--- config.mk ---
export PLATFORM = sky130hd
export DESIGN_NAME = rtc_bcd_core
export DESIGN_NICKNAME = d
export VERILOG_FILES = /design/src/rtl/rtc_pkg.sv /design/src/rtl/rtc_prescaler.sv /design/src/rtl/rtc_calendar.sv /design/src/rtl/rtc_ctrl.sv /design/src/rtl/rtc_bcd_core.sv
export SDC_FILE = /design/constraint.sdc
export NUM_CORES = 1
export LEC_CHECK = 0
export ABC_CLOCK_PERIOD_IN_PS = 3400
export BUFFER_PORTS_ARGS = -buffer_cell sky130_fd_sc_hd__buf_2
export CAP_MARGIN = 10
export CORE_UTILIZATION = 30
export DETAILED_ROUTE_END_ITERATION = 8
export PLACE_DENSITY = 0.47
export SYNTH_ARGS = -nofsm -noshare
export SYNTH_HDL_FRONTEND = slang
export SYNTH_SLANG_ARGS = --single-unit
--- constraint.sdc ---
create_clock -name clk_i -period 3.4 [get_ports clk_i]
set_clock_uncertainty 0.2 [all_clocks]
set_input_delay 0.34 -clock clk_i [delete_from_list [all_inputs] [get_ports clk_i]]
set_output_delay 0.34 -clock clk_i [all_outputs]
set_load 0.1 [all_outputs]
--- src/rtl/rtc_pkg.sv ---
// Package: shared types, register indices and BCD helpers for the BCD
// real-time counter. Assumes every field value is valid packed BCD.
package rtc_pkg;

    localparam int REG_ADDR_W = 4;
    localparam int SEL_W      = 3;

    localparam logic [REG_ADDR_W-1:0] IDX_SUBSEC = 4'd0;
    localparam logic [REG_ADDR_W-1:0] IDX_SEC    = 4'd1;
    localparam logic [REG_ADDR_W-1:0] IDX_MIN    = 4'd2;
    localparam logic [REG_ADDR_W-1:0] IDX_HOUR   = 4'd3;
    localparam logic [REG_ADDR_W-1:0] IDX_WDAY   = 4'd4;
    localparam logic [REG_ADDR_W-1:0] IDX_MDAY   = 4'd5;
    localparam logic [REG_ADDR_W-1:0] IDX_MON    = 4'd6;
    localparam logic [REG_ADDR_W-1:0] IDX_YEAR   = 4'd7;
    localparam logic [REG_ADDR_W-1:0] IDX_CTRL1  = 4'd14;
    localparam logic [REG_ADDR_W-1:0] IDX_CTRL2  = 4'd15;

    localparam logic [SEL_W-1:0] SEL_FASTEST = 3'd1;
    localparam logic [SEL_W-1:0] SEL_SLOWEST = 3'd5;

    typedef struct packed {
        logic [15:0] year;
        logic [7:0]  mon;
        logic [7:0]  mday;
        logic [7:0]  wday;
        logic [7:0]  hour;
        logic [7:0]  minute;
        logic [7:0]  sec;
    } rtc_time_t;

    // Increment a two-digit BCD value (no wrap handling).
    function automatic logic [7:0] bcd_inc(input logic [7:0] v);
        if (v[3:0] >= 4'd9) return {v[7:4] + 4'd1, 4'd0};
        else                return {v[7:4], v[3:0] + 4'd1};
    endfunction

    // Convert a two-digit BCD value to binary.
    function automatic logic [7:0] bcd_to_bin(input logic [7:0] v);
        return ({4'd0, v[7:4]} * 8'd10) + {4'd0, v[3:0]};
    endfunction

    // Last day of a month, as BCD, using the four-digit BCD year.
    function automatic logic [7:0] last_day(input logic [7:0] mon,
                                            input logic [15:0] year);
        logic leap;
        logic [7:0] yy;
        logic [7:0] cc;
        yy = bcd_to_bin(year[7:0]);
        cc = bcd_to_bin(year[15:8]);
        leap = (yy != 8'd0) ? (yy[1:0] == 2'b00) : (cc[1:0] == 2'b00);
        case (mon)
            8'h02:                      return leap ? 8'h29 : 8'h28;
            8'h04, 8'h06, 8'h09, 8'h11: return 8'h30;
            default:                    return 8'h31;
        endcase
    endfunction

endpackage

--- src/rtl/rtc_prescaler.sv ---
// Module: rtc_prescaler
// Divides the reference tick into seconds and periodic events.
// Assumes tick_i is a single-cycle pulse; clr_i wins over counting.
module rtc_prescaler
    import rtc_pkg::*;
#(
    parameter int DIV_W = 8
) (
    input  logic             clk_i,
    input  logic             rst_ni,
    input  logic             run_i,
    input  logic             tick_i,
    input  logic             clr_i,
    input  logic [SEL_W-1:0] sel_i,
    output logic [DIV_W-1:0] count_o,
    output logic             sec_evt_o,
    output logic             per_evt_o
);

    logic [DIV_W-1:0] cnt_q;
    logic [DIV_W-1:0] cnt_nxt;
    logic [DIV_W-1:0] per_mask;
    logic             step;
    logic             sel_ok;

    assign step    = run_i && tick_i && !clr_i;
    assign cnt_nxt = cnt_q + {{(DIV_W-1){1'b0}}, 1'b1};

    // Prescaler count register: clear, advance on tick, or hold.
    always_ff @(posedge clk_i) begin
        if (!rst_ni)     cnt_q <= '0;
        else if (clr_i)  cnt_q <= '0;
        else if (step)   cnt_q <= cnt_nxt;
    end

    // Build the low-bit mask whose zero crossing marks a periodic event.
    always_comb begin
        int sh;
        sel_ok = (sel_i >= SEL_FASTEST) && (sel_i <= SEL_SLOWEST);
        sh     = sel_ok ? 2 * (int'(sel_i) - 1) : 0;
        if (sh > DIV_W) sh = DIV_W;
        for (int i = 0; i < DIV_W; i++) per_mask[i] = (i < sh);
    end

    assign count_o   = cnt_q;
    assign sec_evt_o = step && (cnt_q == '1);
    assign per_evt_o = step && sel_ok && ((cnt_nxt & per_mask) == '0);

endmodule

--- src/rtl/rtc_calendar.sv ---
// Module: rtc_calendar
// Holds the BCD time fields, applies second ticks, 30-second adjusts and
// software loads. Assumes loads and ticks never coincide (loads need stop).
module rtc_calendar
    import rtc_pkg::*;
(
    input  logic                  clk_i,
    input  logic                  rst_ni,
    input  logic                  sec_evt_i,
    input  logic                  adj_i,
    input  logic                  ld_en_i,
    input  logic [REG_ADDR_W-1:0] ld_idx_i,
    input  logic [15:0]           ld_data_i,
    output rtc_time_t             time_o
);

    rtc_time_t time_q;
    rtc_time_t time_nxt;

    // Compute the next calendar state from tick, adjust or load.
    always_comb begin
        logic min_c, hour_c, day_c, mon_c, year_c;
        time_nxt = time_q;
        min_c  = 1'b0;
        hour_c = 1'b0;
        day_c  = 1'b0;
        mon_c  = 1'b0;
        year_c = 1'b0;
        if (adj_i) begin
            min_c        = (time_q.sec >= 8'h30);
            time_nxt.sec = 8'h00;
        end else if (sec_evt_i) begin
            if (time_q.sec == 8'h59) begin
                time_nxt.sec = 8'h00;
                min_c        = 1'b1;
            end else begin
                time_nxt.sec = bcd_inc(time_q.sec);
            end
        end
        if (min_c) begin
            if (time_q.minute == 8'h59) begin
                time_nxt.minute = 8'h00;
                hour_c          = 1'b1;
            end else begin
                time_nxt.minute = bcd_inc(time_q.minute);
            end
        end
        if (hour_c) begin
            if (time_q.hour == 8'h23) begin
                time_nxt.hour = 8'h00;
                day_c         = 1'b1;
            end else begin
                time_nxt.hour = bcd_inc(time_q.hour);
            end
        end
        if (day_c) begin
            time_nxt.wday = (time_q.wday >= 8'h06) ? 8'h00 : bcd_inc(time_q.wday);
            if (time_q.mday == last_day(time_q.mon, time_q.year)) begin
                time_nxt.mday = 8'h01;
                mon_c         = 1'b1;
            end else begin
                time_nxt.mday = bcd_inc(time_q.mday);
            end
        end
        if (mon_c) begin
            if (time_q.mon == 8'h12) begin
                time_nxt.mon = 8'h01;
                year_c       = 1'b1;
            end else begin
                time_nxt.mon = bcd_inc(time_q.mon);
            end
        end
        if (year_c) begin
            if (time_q.year[7:0] == 8'h99) begin
                time_nxt.year[7:0]  = 8'h00;
                time_nxt.year[15:8] = (time_q.year[15:8] == 8'h99) ? 8'h00
                                                                   : bcd_inc(time_q.year[15:8]);
            end else begin
                time_nxt.year[7:0] = bcd_inc(time_q.year[7:0]);
            end
        end
        if (ld_en_i) begin
            case (ld_idx_i)
                IDX_SEC:  time_nxt.sec    = ld_data_i[7:0];
                IDX_MIN:  time_nxt.minute = ld_data_i[7:0];
                IDX_HOUR: time_nxt.hour   = ld_data_i[7:0];
                IDX_WDAY: time_nxt.wday   = ld_data_i[7:0];
                IDX_MDAY: time_nxt.mday   = ld_data_i[7:0];
                IDX_MON:  time_nxt.mon    = ld_data_i[7:0];
                IDX_YEAR: time_nxt.year   = ld_data_i;
                default:  ;
            endcase
        end
    end

    // Time field registers with the calendar reset value.
    always_ff @(posedge clk_i) begin
        if (!rst_ni) begin
            time_q        <= '0;
            time_q.year   <= 16'h2000;
            time_q.mon    <= 8'h01;
            time_q.mday   <= 8'h01;
        end else begin
            time_q <= time_nxt;
        end
    end

    assign time_o = time_q;

endmodule

--- src/rtl/rtc_ctrl.sv ---
// Module: rtc_ctrl
// Control words and sticky event flags. A hardware set wins over a
// software clear in the same cycle; writing 1 to a flag does nothing.
module rtc_ctrl
    import rtc_pkg::*;
(
    input  logic                  clk_i,
    input  logic                  rst_ni,
    input  logic                  wr_en_i,
    input  logic [REG_ADDR_W-1:0] addr_i,
    input  logic [7:0]            wdata_i,
    input  logic                  sec_evt_i,
    input  logic                  per_evt_i,
    output logic                  cf_o,
    output logic                  cie_o,
    output logic                  pef_o,
    output logic [SEL_W-1:0]      sel_o,
    output logic                  en_o,
    output logic                  start_o,
    output logic                  clr_o,
    output logic                  adj_o
);

    logic wr_c1;
    logic wr_c2;

    assign wr_c1 = wr_en_i && (addr_i == IDX_CTRL1);
    assign wr_c2 = wr_en_i && (addr_i == IDX_CTRL2);
    assign adj_o = wr_c2 && wdata_i[2];
    assign clr_o = wr_c2 && (wdata_i[1] || wdata_i[2]);

    // Carry flag: set on seconds update, clear only by writing 0.
    always_ff @(posedge clk_i) begin
        if (!rst_ni)                        cf_o <= 1'b0;
        else if (sec_evt_i || adj_o)        cf_o <= 1'b1;
        else if (wr_c1 && !wdata_i[7])      cf_o <= 1'b0;
    end

    // Periodic flag: set on periodic event, clear only by writing 0.
    always_ff @(posedge clk_i) begin
        if (!rst_ni)                        pef_o <= 1'b0;
        else if (per_evt_i)                 pef_o <= 1'b1;
        else if (wr_c2 && !wdata_i[7])      pef_o <= 1'b0;
    end

    // Carry interrupt enable storage.
    always_ff @(posedge clk_i) begin
        if (!rst_ni)    cie_o <= 1'b0;
        else if (wr_c1) cie_o <= wdata_i[4];
    end

    // Rate select, enable and start storage.
    always_ff @(posedge clk_i) begin
        if (!rst_ni) begin
            sel_o   <= '0;
            en_o    <= 1'b0;
            start_o <= 1'b0;
        end else if (wr_c2) begin
            sel_o   <= wdata_i[6:4];
            en_o    <= wdata_i[3];
            start_o <= wdata_i[0];
        end
    end

endmodule

--- src/rtl/rtc_bcd_core.sv ---
// Module: rtc_bcd_core (top)
// BCD calendar counter with register port, carry and periodic interrupts.
// Assumes tick_i is synchronous to clk_i and one cycle wide; DIV_W <= 16.
module rtc_bcd_core
    import rtc_pkg::*;
#(
    parameter int DIV_W = 8
) (
    input  logic        clk_i,
    input  logic        rst_ni,
    input  logic        tick_i,
    input  logic        wr_en_i,
    input  logic [3:0]  addr_i,
    input  logic [15:0] wdata_i,
    output logic [15:0] rdata_o,
    output logic        carry_irq_o,
    output logic        periodic_irq_o
);

    logic [DIV_W-1:0] subsec;
    logic             sec_evt;
    logic             per_evt;
    logic             cf, cie, pef, en, start, clr, adj, run, ld_en;
    logic [SEL_W-1:0] sel;
    rtc_time_t        tnow;

    assign run   = en && start;
    assign ld_en = wr_en_i && !start && (addr_i >= IDX_SEC) && (addr_i <= IDX_YEAR);

    rtc_ctrl u_ctrl (
        .clk_i     (clk_i),
        .rst_ni    (rst_ni),
        .wr_en_i   (wr_en_i),
        .addr_i    (addr_i),
        .wdata_i   (wdata_i[7:0]),
        .sec_evt_i (sec_evt),
        .per_evt_i (per_evt),
        .cf_o      (cf),
        .cie_o     (cie),
        .pef_o     (pef),
        .sel_o     (sel),
        .en_o      (en),
        .start_o   (start),
        .clr_o     (clr),
        .adj_o     (adj)
    );

    rtc_prescaler #(.DIV_W(DIV_W)) u_presc (
        .clk_i     (clk_i),
        .rst_ni    (rst_ni),
        .run_i     (run),
        .tick_i    (tick_i),
        .clr_i     (clr),
        .sel_i     (sel),
        .count_o   (subsec),
        .sec_evt_o (sec_evt),
        .per_evt_o (per_evt)
    );

    rtc_calendar u_cal (
        .clk_i     (clk_i),
        .rst_ni    (rst_ni),
        .sec_evt_i (sec_evt),
        .adj_i     (adj),
        .ld_en_i   (ld_en),
        .ld_idx_i  (addr_i),
        .ld_data_i (wdata_i),
        .time_o    (tnow)
    );

    // Combinational register read multiplexer.
    always_comb begin
        case (addr_i)
            IDX_SUBSEC: rdata_o = 16'(subsec);
            IDX_SEC:    rdata_o = {8'h00, tnow.sec};
            IDX_MIN:    rdata_o = {8'h00, tnow.minute};
            IDX_HOUR:   rdata_o = {8'h00, tnow.hour};
            IDX_WDAY:   rdata_o = {8'h00, tnow.wday};
            IDX_MDAY:   rdata_o = {8'h00, tnow.mday};
            IDX_MON:    rdata_o = {8'h00, tnow.mon};
            IDX_YEAR:   rdata_o = tnow.year;
            IDX_CTRL1:  rdata_o = {8'h00, cf, 2'b00, cie, 4'b0000};
            IDX_CTRL2:  rdata_o = {8'h00, pef, sel, en, 1'b0, 1'b0, start};
            default:    rdata_o = 16'h0000;
        endcase
    end

    assign carry_irq_o    = cf && cie;
    assign periodic_irq_o = pef;

endmodule

==> flow_summary.ini <==
[status]
status = finished with violations
violations = negative setup slack

[sta]
worst_slack_ns = -0.0741
maxSlewViolCount = 0
setup_violations = 6
rsz0062_at_grt = true
finalCriticalPeriod_ns = 3.47
period_share_pct = 102
max_slew.worst_pin.slew_ns = 0.954
slew_headroom_pct = 35.8
fmax_ghz = 0.288
hold_violations = 0
finalSetupTns_ns = -0.171

[critical_path]
cp_max_fo = 5
path_class = flop to flop
worstPathRequired_ns = 3.48
endpoint_kind = flop
startpoint_type = flop
cp_num_buf_inv = 1
critPathSlowestCell = or4b_1
regToRegEndpoint = u_cal.time_o[58]
r2r-start = u_cal.time_o[53]
worst-path-stages = 11
slowest_delay_ns = 0.48
critical_path.most_common_cell = ha_4
crit_family = simple AND/OR/NAND/NOR gates
crit_end = u_cal.time_o[58]
arrival_ns = 3.55
rr_worst_depth = 11
rrSetupSlack_ns = -0.07
crit_chain = ha_4 > ha_4 > fa_2 > or3_4 > a311oi_2 > or3b_4 > nand3_4 > buf_6 > nand4_4 > or4b_1 > a31oi_1
startpoint = u_cal.time_o[53]

[placed_design]
post-dp-hpwl_um = 17300
port_buffers = 41
dp_cells = 1167
gp_congestion = 0.862
place_ws_ns = -0.213

[layout]
final_cell_mix = nand2_1, nor2_1, dfxtp_1
area_growth_syn_to_layout_pct = 20.1
utilization_pct = 36.7
drive_gt1_share_pct = 17.0
register_area_sq_mm = 0.00161
multi_input_area_sq_mm = 0.00459
num_antenna_cells = 0
fillCellCount = 2242
final_common_cell = nand2_1
fin_cells = 1191
nets = 993

[route]
avgViaCountPerCell = 5.54
wl_per_cell_um = 19.7
drtAntennaViolNets = 0
drc = 0
drt_wl_total_um = 23400
dr.pass1.iters = 7
drtIter0Drc = 496
vias = 6598

[clock_tree]
cts-htree-levels = 3
cts_tree = yes
cts_sinks = 80
numCtsBuffers = 9
clkTransAtPathRegs_ns = 0.06
cts.path.max_buffers = 2
clock_insertion_delay_worst_skew_ns = 0.35
cts_root_buffer = clkbuf_16

[synthesis]
yosys_warnings = 0
ys_ff_latch = 80
synth-main-ff-cell = dfxtp_1
postSynth.asyncResetShare_pct = 0
syn_avg_cell_area_sq_um = 7.64
synth-edff-count = 0
synth_area_sq_mm = 0.00642
syn_inst = 841
ys_types = 83
ys_seq_area_share_pct = 24.9
syn_nets = 923

[floorplan]
die_h_um = 148
design.die.area_sq_mm = 0.0220
die_w_um = 148
rows = 53
initial_utilization_pct = 30.6
coreArea_sq_mm = 0.0210
io_pins = 42

[power]
power_mw = 2.34
powerDensity_mw_per_mm2 = 304
leakage_nw = 3.03
irDropWorstVdd_mv = 0.215

[min_path]
hp-class = primary input to flop
worstHoldStart = wdata_i[14]

[global_route]
grt_use_total_pct = 21.6
antenna_found_initial = 1
first_global_vias = 6039
grt_pass1_wl_um = 36000
grt_max_degree = 41
overflow = 0

[job]
maxCapViolCount = 0
timing repair:
item                                    CTS  global route
hold endpoints to repair                  1             0
hold buffers                              1             0
gates resized for setup                   8            17
endpoints found under the setup margin   16            28
buffers inserted                          3             4
pin swaps                                 2            19
kinds of logic after synthesis:
logic type / Yosys count / share of synthesized area (%)
flip-flops: 80 / 24.9
multiplexers: 16 / 2.59
AO/OA/AOI/OAI: 220 / 23.0
XOR/XNOR: 27 / 3.68
buffers and inverters: 89 / 5.47
adder cells (fa/ha/maj): 58 / 11.5
AND/OR/NAND/NOR: 351 / 28.8
cell type report:
| class | instances | share of cell area [%] |
|---|---|---|
| multi-input combinational | 672 | 59.5 |
| clock inverter | 6 | 0.860 |
| clock buffer | 10 | 3.10 |
| inverter | 45 | 2.19 |
| sequential | 80 | 20.9 |
| timing repair buffer | 103 | 9.02 |
| tap | 275 | 4.46 |
synthesized netlist by cell type (9+ instances only):
cell type   n  share of area, %
xnor2_1    11               1.5
mux2i_1    11               1.7
nand2_1    85               5.0
nor2b_1    10              0.97
and3_1     16               1.6
dfxtp_1    80                25
and2_1     17               1.7
nor2_1     79               4.6
inv_1      43               2.5
nor3_1     20               1.6
ha_1       56                11
nand4_1    19               1.9
a21oi_1    39               3.0
clkbuf_1   34               2.0
a31oi_1    26               2.5
or3_1       9              0.88
xor2_1     16               2.2
o21ai_0    48               3.7
nand3_1    40               3.1
a22oi_1    21               2.5
worst min-delay path by stage:
stage	end	cells past startpoint
after CTS	u_cal.time_o[62]	3
after global placement	u_ctrl.sel_o[1]	2
final	u_cal.time_o[62]	3
after detailed placement	u_ctrl.en_o	2
after floorplan	u_ctrl.cie_o	2
after global routing	u_cal.time_o[62]	3
power by group:
part           switching, mW  internal, mW
Clock                  0.440         0.593
Sequential            0.0320         0.955
Combinational          0.221         0.102
stage by stage:
step	cell area (sq um)	hold WS, ns
finish	7710	0.0290
detailed placement	7230	0.269
global route	7710	0.0306
global placement	7230	0.270
floorplan	6460	0.244
CTS	7600	0.0285
flip-flops by register name, indices dropped and copies added, names as in the netlist:
name,count
u_ctrl.pef_o,1
u_presc.count_o,8
u_ctrl.cie_o,1
u_ctrl.cf_o,1
u_cal.time_o,64
u_ctrl.start_o,1
u_ctrl.en_o,1
u_ctrl.sel_o,3
metal layers:
metal	vias up	share of wire (%)	track usage (%)
met5	-	0.051	0
li1	3236	-	-
met1	3151	48	30.6
met2	185	44	33.5
met4	2	1.6	4.90
met3	24	6.4	4.48
worst reg2reg max path: stages, from the launching register on:
cell,delay (ns)
dfxtp_4,0.35
ha_4,0.24
ha_4,0.16
fa_2,0.45
or3_4,0.35
a311oi_2,0.26
or3b_4,0.42
nand3_4,0.11
buf_6,0.13
nand4_4,0.10
or4b_1,0.48
a31oi_1,0.16
Power figures use the tool's default switching activity.
